<file path="src/rtl/shc_pkg.sv">
package shc_pkg;

    typedef enum logic [1:0] {
        SHC_RING       = 2'd0,
        SHC_TWIST_EVEN = 2'd1,
        SHC_TWIST_ODD  = 2'd2
    } shc_mode_e;

    // Number of states in the cycle for a given variant and stage count.
    function automatic int shc_state_count(shc_mode_e mode, int stages);
        case (mode)
            SHC_RING:       return stages;
            SHC_TWIST_EVEN: return 2 * stages;
            default:        return 2 * stages - 1;
        endcase
    endfunction

endpackage

</file>
<file path="src/rtl/shc_feedback.sv">
// Next pattern of the chain: shift toward index 0, new entry bit at N-1.
module shc_feedback #(
    parameter int                N    = 4,
    parameter shc_pkg::shc_mode_e MODE = shc_pkg::SHC_TWIST_EVEN
) (
    input  logic [N-1:0] cur,
    output logic [N-1:0] nxt
);
    logic entry;

    generate
        if (MODE == shc_pkg::SHC_RING) begin : g_ring
            assign entry = cur[0];
        end else if (MODE == shc_pkg::SHC_TWIST_EVEN) begin : g_even
            assign entry = ~cur[0];
        end else begin : g_odd
            // two-bit feedback drops the all-ones pattern from the cycle
            assign entry = ~cur[1] & ~cur[0];
        end
    endgenerate

    assign nxt = {entry, cur[N-1:1]};
endmodule

</file>
<file path="src/rtl/shc_guard.sv">
// Flags whether the current chain pattern belongs to the selected cycle.
module shc_guard #(
    parameter int                N    = 4,
    parameter shc_pkg::shc_mode_e MODE = shc_pkg::SHC_TWIST_EVEN
) (
    input  logic [N-1:0] cur,
    output logic         legal
);
    generate
        if (MODE == shc_pkg::SHC_RING) begin : g_ring
            // exactly one set bit
            assign legal = (cur != '0) && ((cur & (cur - 1'b1)) == '0);
        end else begin : g_twist
            logic [N-2:0] edges;
            logic         contiguous;
            assign edges      = cur[N-1:1] ^ cur[N-2:0];
            // at most one boundary between a run of ones and a run of zeros
            assign contiguous = (edges & (edges - 1'b1)) == '0;
            if (MODE == shc_pkg::SHC_TWIST_ODD) begin : g_odd
                assign legal = contiguous && (cur != '1);
            end else begin : g_even
                assign legal = contiguous;
            end
        end
    endgenerate
endmodule

</file>
<file path="src/rtl/shc_decode.sv">
// One output line per state; each line uses one stage bit or a two-input AND.
module shc_decode #(
    parameter int                N    = 4,
    parameter shc_pkg::shc_mode_e MODE = shc_pkg::SHC_TWIST_EVEN,
    localparam int               NS   = shc_pkg::shc_state_count(MODE, N)
) (
    input  logic [N-1:0]  cur,
    output logic [NS-1:0] dec
);
    generate
        if (MODE == shc_pkg::SHC_RING) begin : g_ring
            for (genvar k = 0; k < N; k++) begin : g_line
                assign dec[k] = cur[N-1-k];
            end
        end else begin : g_twist
            localparam int BASE = (MODE == shc_pkg::SHC_TWIST_EVEN) ? N : N - 1;

            // empty chain
            assign dec[0] = ~cur[N-1] & ~cur[0];

            // ones filling in from the entry side: boundary after k ones
            for (genvar k = 1; k < N; k++) begin : g_fill
                assign dec[k] = cur[N-k] & ~cur[N-1-k];
            end

            // full chain exists only in the even variant
            if (MODE == shc_pkg::SHC_TWIST_EVEN) begin : g_full
                assign dec[N] = cur[N-1] & cur[0];
            end

            // zeros filling in from the entry side: boundary after j zeros
            for (genvar j = 1; j < N; j++) begin : g_drain
                assign dec[BASE+j] = ~cur[N-j] & cur[N-1-j];
            end
        end
    endgenerate
endmodule

</file>
<file path="src/rtl/shift_counter.sv">
module shift_counter #(
    parameter int                N    = 4,
    parameter shc_pkg::shc_mode_e MODE = shc_pkg::SHC_TWIST_EVEN,
    localparam int               NS   = shc_pkg::shc_state_count(MODE, N)
) (
    input  logic          clk,
    input  logic          rst,
    input  logic          cnt_en,
    output logic [N-1:0]  stage_q,
    output logic [NS-1:0] dec_o
);
    localparam logic [N-1:0] SEED =
        (MODE == shc_pkg::SHC_RING) ? {1'b1, {(N-1){1'b0}}} : '0;

    typedef struct packed {
        logic [N-1:0] stage;
    } ctr_state_t;

    ctr_state_t   ctr_d;
    ctr_state_t   ctr_q;
    logic [N-1:0] shifted;
    logic         legal;

    shc_feedback #(.N(N), .MODE(MODE)) u_feedback (
        .cur (ctr_q.stage),
        .nxt (shifted)
    );

    shc_guard #(.N(N), .MODE(MODE)) u_guard (
        .cur   (ctr_q.stage),
        .legal (legal)
    );

    shc_decode #(.N(N), .MODE(MODE)) u_decode (
        .cur (ctr_q.stage),
        .dec (dec_o)
    );

    always_comb begin
        ctr_d = ctr_q;
        if (rst || !legal) begin
            ctr_d.stage = SEED;
        end else if (cnt_en) begin
            ctr_d.stage = shifted;
        end
    end

    always_ff @(posedge clk) begin
        ctr_q <= ctr_d;
    end

    assign stage_q = ctr_q.stage;
endmodule

</file>
<file path="config.mk">
export PLATFORM = sky130hd
export DESIGN_NAME = shift_counter
export DESIGN_NICKNAME = d
export VERILOG_FILES = /design/src/rtl/shc_pkg.sv /design/src/rtl/shc_feedback.sv /design/src/rtl/shc_guard.sv /design/src/rtl/shc_decode.sv /design/src/rtl/shift_counter.sv
export SDC_FILE = /design/constraint.sdc
export NUM_CORES = 1
export LEC_CHECK = 0
export BUFFER_PORTS_ARGS = -buffer_cell sky130_fd_sc_hd__buf_2
export CAP_MARGIN = 20
export CORE_AREA = 2 2 39 41
export CTS_CLUSTER_SIZE = 8
export DETAILED_ROUTE_END_ITERATION = 7
export DIE_AREA = 0 0 41 43
export HOLD_SLACK_MARGIN = 0.1
export SETUP_SLACK_MARGIN = 0.2
export SLEW_MARGIN = 10
export SYNTH_ARGS = -nofsm -noshare
export SYNTH_HDL_FRONTEND = slang
export SYNTH_HIERARCHICAL = 1
export SYNTH_SLANG_ARGS = --single-unit
</file>
<file path="constraint.sdc">
create_clock -name clk -period 2 [get_ports clk]
set_input_delay 0.4 -clock clk [delete_from_list [all_inputs] [get_ports clk]]
set_output_delay 0.4 -clock clk [all_outputs]
set_load 0.05 [all_outputs]
</file>
==> impl_metrics.py, run 1 <==
metrics = {
    "outcome": {
        "outcome": "finished clean",
    },
    "cts": {
        "cts-root-buf": "clkbuf_4",
        "cts_buffers": 3,
        "clock_latency_ns": 0.23,
        "cts_tree": "built",
        "cts_setup_buffers": 0,
        "clk_path_buf_depth": 2,
        "cts_htree_levels": 1,
        "cts_num_sinks": 4,
        "clk_pin_slew_worst_paths_ns": 0.04,
        "cts_hold_buf": 0,
        "ctsResizeCount": 0,
    },
    "critical_path": {
        "crit_fanout": 9,
        "crit_required_ns": 1.60,
        "critPathMaxStageDelay_ns": 0.47,
        "cpLargestDelayFamily": "flip-flops",
        "worstSetupPathType": "register to output pin",
        "cp_num_buf_inv": 1,
        "reg2reg_from": "stage_q[0]$_SDFFE_PP0P_",
        "critPathCapture": "dec_o[7]",
        "reg2reg_depth": 4,
        "slowest_stage": "dfxtp_1",
        "start_kind": "register",
        "arrival_ns": 1.13,
        "crit_cells": 2,
        "setup.worst_path.end_class": "output pin",
        "crit-reg2reg-capture": "stage_q[2]$_SDFFE_PP0P_",
        "worstSetupStartpoint": "stage_q[0]$_SDFFE_PP0P_",
        "path_cells": "and2b_2 > buf_2",
        "ff2ff_setup_slack_ns": 0.75,
    },
    "pwr": {
        "clkPwrFrac": 0.372,
        "leakage_nw": 0.1882,
        "power_frac_seq": 0.350,
        "peakVddDrop_mv": 0.2077,
        "power_density_nw_per_um2": 763.0,
        "power_frac_comb": 0.278,
        "internal_power_w": 0.0001707,
        "switchingPower_w": 0.00009179,
        "power_switching_share": 0.3496,
    },
    "global_routing": {
        "grt_pass1_wl_um": 821,
        "grt_pass1_vias": 213,
        "grt.total_usage": 0.07136,
        "grt-ovfl-total": 0,
        "grt_max_degree": 10,
        "antenna_found_initial": 0,
    },
    "synthesis": {
        "ys_top_cells_by_area": "dfxtp_1, mux2i_1, buf_4",
        "netlist_area_um2": 264.0,
        "synthMostInstantiatedCell": "mux2i_1",
        "synth_top_flop_cell": "dfxtp_1",
        "ys_ff_latch": 4,
        "syn-num-nets": 33,
        "synth_edf_count": 0,
        "ys_warn_count": 6,
        "netlist_instances": 30,
        "synth_common_cells": "mux2i_1, nor2_1, buf_4, dfxtp_1, nor2b_1",
        "syn_avg_cell_area_um2": 8.800,
        "synth_cell_types": 11,
        "yosysTopAreaCell": "dfxtp_1",
        "async_flop_share": 0,
        "synth_top_area_share": 0.3033,
        "ys_seq_area_frac": 0.3033,
    },
    "final_layout": {
        "largest_reg_flops": 4,
        "fin_area_um2": 344.1,
        "antenna_cells": 0,
        "fillerInstances": 162,
        "syn2layout_area_growth_pct": 30.33,
        "final_cell_count_no_fill": 58,
        "nets": 47,
        "drive_above_1_share": 0.4762,
    },
    "die": {
        "core_area_um2": 1384,
        "die_h_um": 43,
        "fp.dieW_um": 41,
        "num_rows": 14,
        "dieArea_um2": 1763,
        "start_util": 0.1908,
        "io_pins": 15,
    },
    "sta": {
        "finalSetupTns_ns": 0,
        "slew_headroom": 0.8091,
        "max_freq_mhz": 651.9,
        "layout_min_cycle_time_ns": 1.534,
        "grt_setup_unrepaired": "no",
        "hold_viol_final": 0,
        "max_slew.worst_pin.slew_ns": 0.2860,
        "fin_skew_ns": 0.002405,
        "period_share": 0.7670,
        "fin_ws_ns": 0.4661,
        "setup_viol": 0,
        "finalMaxSlewViolations": 0,
    },
    "route": {
        "ant_nets": 0,
        "drc": 0,
        "drt-vias-per-instance": 3.672,
        "drt-pass1-iter-count": 2,
        "drt-initial-drc-count": 1,
        "wl_per_cell_um": 7.983,
        "num_vias": 213,
        "routed_wl_um": 463,
    },
    "placement": {
        "io_buffers": 14,
        "dpl_cell_area_um2": 321.6,
        "gp_congestion": 0.6742,
        "placed_cells": 55,
        "preCtsSetupSlack_ns": 0.7167,
    },
    "hold_path": {
        "hold_start": "rst",
        "hp-class": "input port to register",
    },
    "job": {
        "maxCapViolCount": 0,
    },
}
## kinds of logic after synthesis
kind of cell	count (synthesis)	synth area share
flip-flops	4	0.3033
buffers and inverters	6	0.1469
AND/OR/NAND/NOR	13	0.2797
multiplexers	7	0.2701
## layout by cell type, fill, tap and decap left out
master and instances:
and2_1 1, and2b_2 2, buf_2 14, clkbuf_4 3, dfxtp_1 4, inv_1 1, mux2_1 1, mux2i_1 6
nand2b_1 1, nor2_1 5, nor2b_1 3, nor2b_2 1
## stage by stage
stage	total power (W)	util	hold WS, ns
2_1_floorplan	0.0001571	-	0.6364
3_3_place_gp	0.0001666	0.2324	0.6176
3_5_place_dp	0.0001670	0.2324	0.6181
4_1_cts	0.0002687	0.2486	0.4988
5_1_grt	0.0002813	0.2486	0.5291
6_report	0.0002625	0.2486	0.4992
## area by class of cell
type / instances / area (um2) / area share
timing repair buffer: 14 / 70.07 / 0.2036
multi-input combinational: 20 / 147.6 / 0.4291
sequential: 4 / 80.08 / 0.2327
tap: 16 / 20.02 / 0.05818
clock buffer: 3 / 22.52 / 0.06545
inverter: 1 / 3.754 / 0.01091
## power by group through the flow
stage | Combinational (W) | Clock, W | Sequential [W]
3_3_place_gp | 0.0000734 | 0 | 0.0000932
2_1_floorplan | 0.0000515 | 0 | 0.000106
4_1_cts | 0.0000737 | 0.000103 | 0.0000922
6_report | 0.0000730 | 0.0000977 | 0.0000918
3_5_place_dp | 0.0000736 | 0 | 0.0000934
5_1_grt | 0.0000774 | 0.000110 | 0.0000942
## how the worst min path moves through the flow
| stage | to | slack, ns | cells after the start |
|---|---|---|---|
| final | stage_q[3]$_SDFFE_PP0P_ | 0.50 | 3 |
| after global routing | stage_q[2]$_SDFFE_PP0P_ | 0.53 | 3 |
| after CTS | stage_q[3]$_SDFFE_PP0P_ | 0.50 | 3 |
| after detailed placement | stage_q[1]$_SDFFE_PP0P_ | 0.62 | 2 |
| after global placement | stage_q[2]$_SDFFE_PP0P_ | 0.62 | 2 |
| after floorplan | stage_q[0]$_SDFFE_PP0P_ | 0.64 | 2 |
## worst min-delay path, stage by stage
cell,delay (ns)
buf_2,0.07
nand2b_1,0.15
nor2_1,0.06
## per-layer routing
| layer | track usage | wire length (um) |
|---|---|---|
| met5 | 0 | 0 |
| met4 | 0.06000 | 0 |
| met3 | 0.03665 | 37 |
| met2 | 0.09375 | 254 |
| met1 | 0.08065 | 170 |
Note: power is estimated with default switching activity, not from simulation.
==> inputs of run 2 (changes only) <==
==> constraint.sdc (replaced) <==
create_clock -name clk -period 1.4 [get_ports clk]
set_input_delay 0.28 -clock clk [delete_from_list [all_inputs] [get_ports clk]]
set_output_delay 0.28 -clock clk [all_outputs]
set_load 0.05 [all_outputs]
==> run 2 against run 1 <==
Compared with the run above:
- die area did not move
- critical endpoint unchanged
- worst hold slack got worse by 0.14 ns
- via count rose by 9.4%
- first-iteration DRC count rose by 100%
- cell count rose by 8.6%
==> impl_metrics.py, run 2 (same netlist as run 1, synthesis figures left out) <==
metrics = {
    "sta": {
        "grt_setup_unrepaired": "yes",
        "max_slew.worst_pin.slew_ns": 0.2470,
        "fin_skew_ns": 0.006570,
        "setup_viol": 0,
        "max_freq_mhz": 800.1,
        "finalMaxSlewViolations": 0,
        "layout_min_cycle_time_ns": 1.250,
        "slew_headroom": 0.8365,
        "finalSetupTns_ns": 0,
        "period_share": 0.8927,
        "hold_viol_final": 0,
    },
    "route": {
        "drt-initial-drc-count": 2,
        "routed_wl_um": 567,
        "num_vias": 233,
        "drt-vias-per-instance": 3.698,
        "drt-pass1-iter-count": 2,
        "wl_per_cell_um": 9.000,
        "ant_nets": 0,
        "drc": 0,
    },
    "critical_path": {
        "crit_required_ns": 1.12,
        "arrival_ns": 0.97,
        "worstSetupPathType": "register to output pin",
        "setup.worst_path.end_class": "output pin",
        "critPathMaxStageDelay_ns": 0.37,
        "start_kind": "register",
        "slowest_stage": "dfxtp_4",
        "cpLargestDelayFamily": "flip-flops",
        "path_cells": "and2b_2 > buf_6",
        "cp_num_buf_inv": 1,
        "crit_fanout": 7,
    },
    "final_layout": {
        "syn2layout_area_growth_pct": 85.31,
        "drive_above_1_share": 0.7234,
        "final_common_cell": "buf_6",
        "antenna_cells": 0,
        "largest_reg_flops": 4,
        "nets": 51,
        "final_cell_count_no_fill": 63,
        "final_cell_mix": "buf_6, mux2i_1, buf_4",
    },
    "placement": {
        "hpwl_um": 381.4,
        "placed_cells": 55,
        "io_buffers": 14,
        "gp_congestion": 0.6826,
    },
    "global_routing": {
        "grt_max_degree": 10,
        "grt_pass1_vias": 238,
        "grt_pass1_wl_um": 986,
        "antenna_found_initial": 0,
        "grt-ovfl-total": 0,
        "grt.total_usage": 0.08434,
    },
    "cts": {
        "cts_buffers": 3,
        "cts_htree_levels": 1,
        "cts_tree": "built",
        "clock_latency_ns": 0.24,
        "cts-root-buf": "clkbuf_4",
        "clk_pin_slew_worst_paths_ns": 0.04,
        "clk_path_buf_depth": 2,
        "cts_num_sinks": 4,
    },
    "pwr": {
        "power_density_nw_per_um2": 881.3,
        "leakage_nw": 0.2272,
        "peakVddDrop_mv": 0.3212,
    },
    "die": {
        "num_rows": 14,
        "dieArea_um2": 1763,
        "io_pins": 15,
        "die_h_um": 43,
        "core_area_um2": 1384,
        "start_util": 0.1908,
        "fp.dieW_um": 41,
    },
    "hold_path": {
        "hp-class": "input port to register",
    },
    "job": {
        "maxCapViolCount": 0,
    },
    "outcome": {
        "outcome": "finished clean",
    },
}
==> run 2: changes by cell type in the layout (fill, tap and decap cells not counted), moves of 3 or more <==
cell / change
buf_2: -11
buf_6: +9
dfxtp_1: -4
dfxtp_4: +4
nor2b_1: -3
buf_4: +5
nor2b_4: +4
==> run 2: per-layer routing <==
metal	wire length, um	global-route usage	up-vias
li1	-	-	125
met1	258	0.1093	102
met4	0	0.08000	0
met3	22	0.01571	0
met2	287	0.1094	6
met5	0	0	-
==> run 2: final cells by class <==
class	count	area, um2
fill	154	894.6
timing repair buffer	18	161.4
tap	16	20.02
inverter	1	3.754
clock buffer	4	26.28
multi-input combinational	20	182.7
sequential	4	95.09
==> run 2: where the power goes <==
part | leakage (nW) | internal, W | switching [W]
logic | 0.177 | 0.0000586 | 0.0000828
clock network | 0.0150 | 0.000107 | 0.0000514
registers | 0.0355 | 0.000117 | 0.0000141
total | 0.227 | 0.000283 | 0.000148
==> run 2: per-stage QoR <==
step / hold WS (ns) / instance area, um2 / worst slack (ns) / utilization / power (W)
final: 0.3558 / 489.2 / 0.1502 / 0.3535 / 0.0004311
after global routing: 0.3949 / 489.2 / 0.1192 / 0.3535 / 0.0004556
after CTS: 0.3622 / 467.9 / 0.1449 / 0.3382 / 0.0004341
after detailed placement: 0.5741 / 365.4 / 0.2171 / 0.2640 / 0.0002482
after global placement: 0.5671 / 365.4 / 0.2396 / 0.2640 / 0.0002473
after floorplan: 0.5062 / 310.3 / 0.2073 / - / 0.0002336
==> run 2: path summary, 6_finish.rpt <==
kind / startpoint / end / slack, ns / cells past startpoint
max: stage_q[1]$_SDFFE_PP0P_ / dec_o[7] / 0.15 / 2
max reg2reg: stage_q[1]$_SDFFE_PP0P_ / stage_q[2]$_SDFFE_PP0P_ / 0.25 / 5
min reg2reg: stage_q[1]$_SDFFE_PP0P_ / stage_q[1]$_SDFFE_PP0P_ / 0.57 / 2
min: rst / stage_q[3]$_SDFFE_PP0P_ / 0.36 / 3
==> run 2: what timing repair did <==
item / 4_1_cts / 5_1_grt
endpoints found under the setup margin: 12 / 13
buffers inserted: 3 / 1
gates resized for setup: 18 / 4
hold buffers: 0 / 0
endpoints found under the hold margin: 0 / 0
pin swaps: 0 / 4
==> run 2: tightest hold or removal path, cell delays in order <==
cell      delay, ns
buf_2          0.07
nand2b_1       0.15
nor2_1         0.05
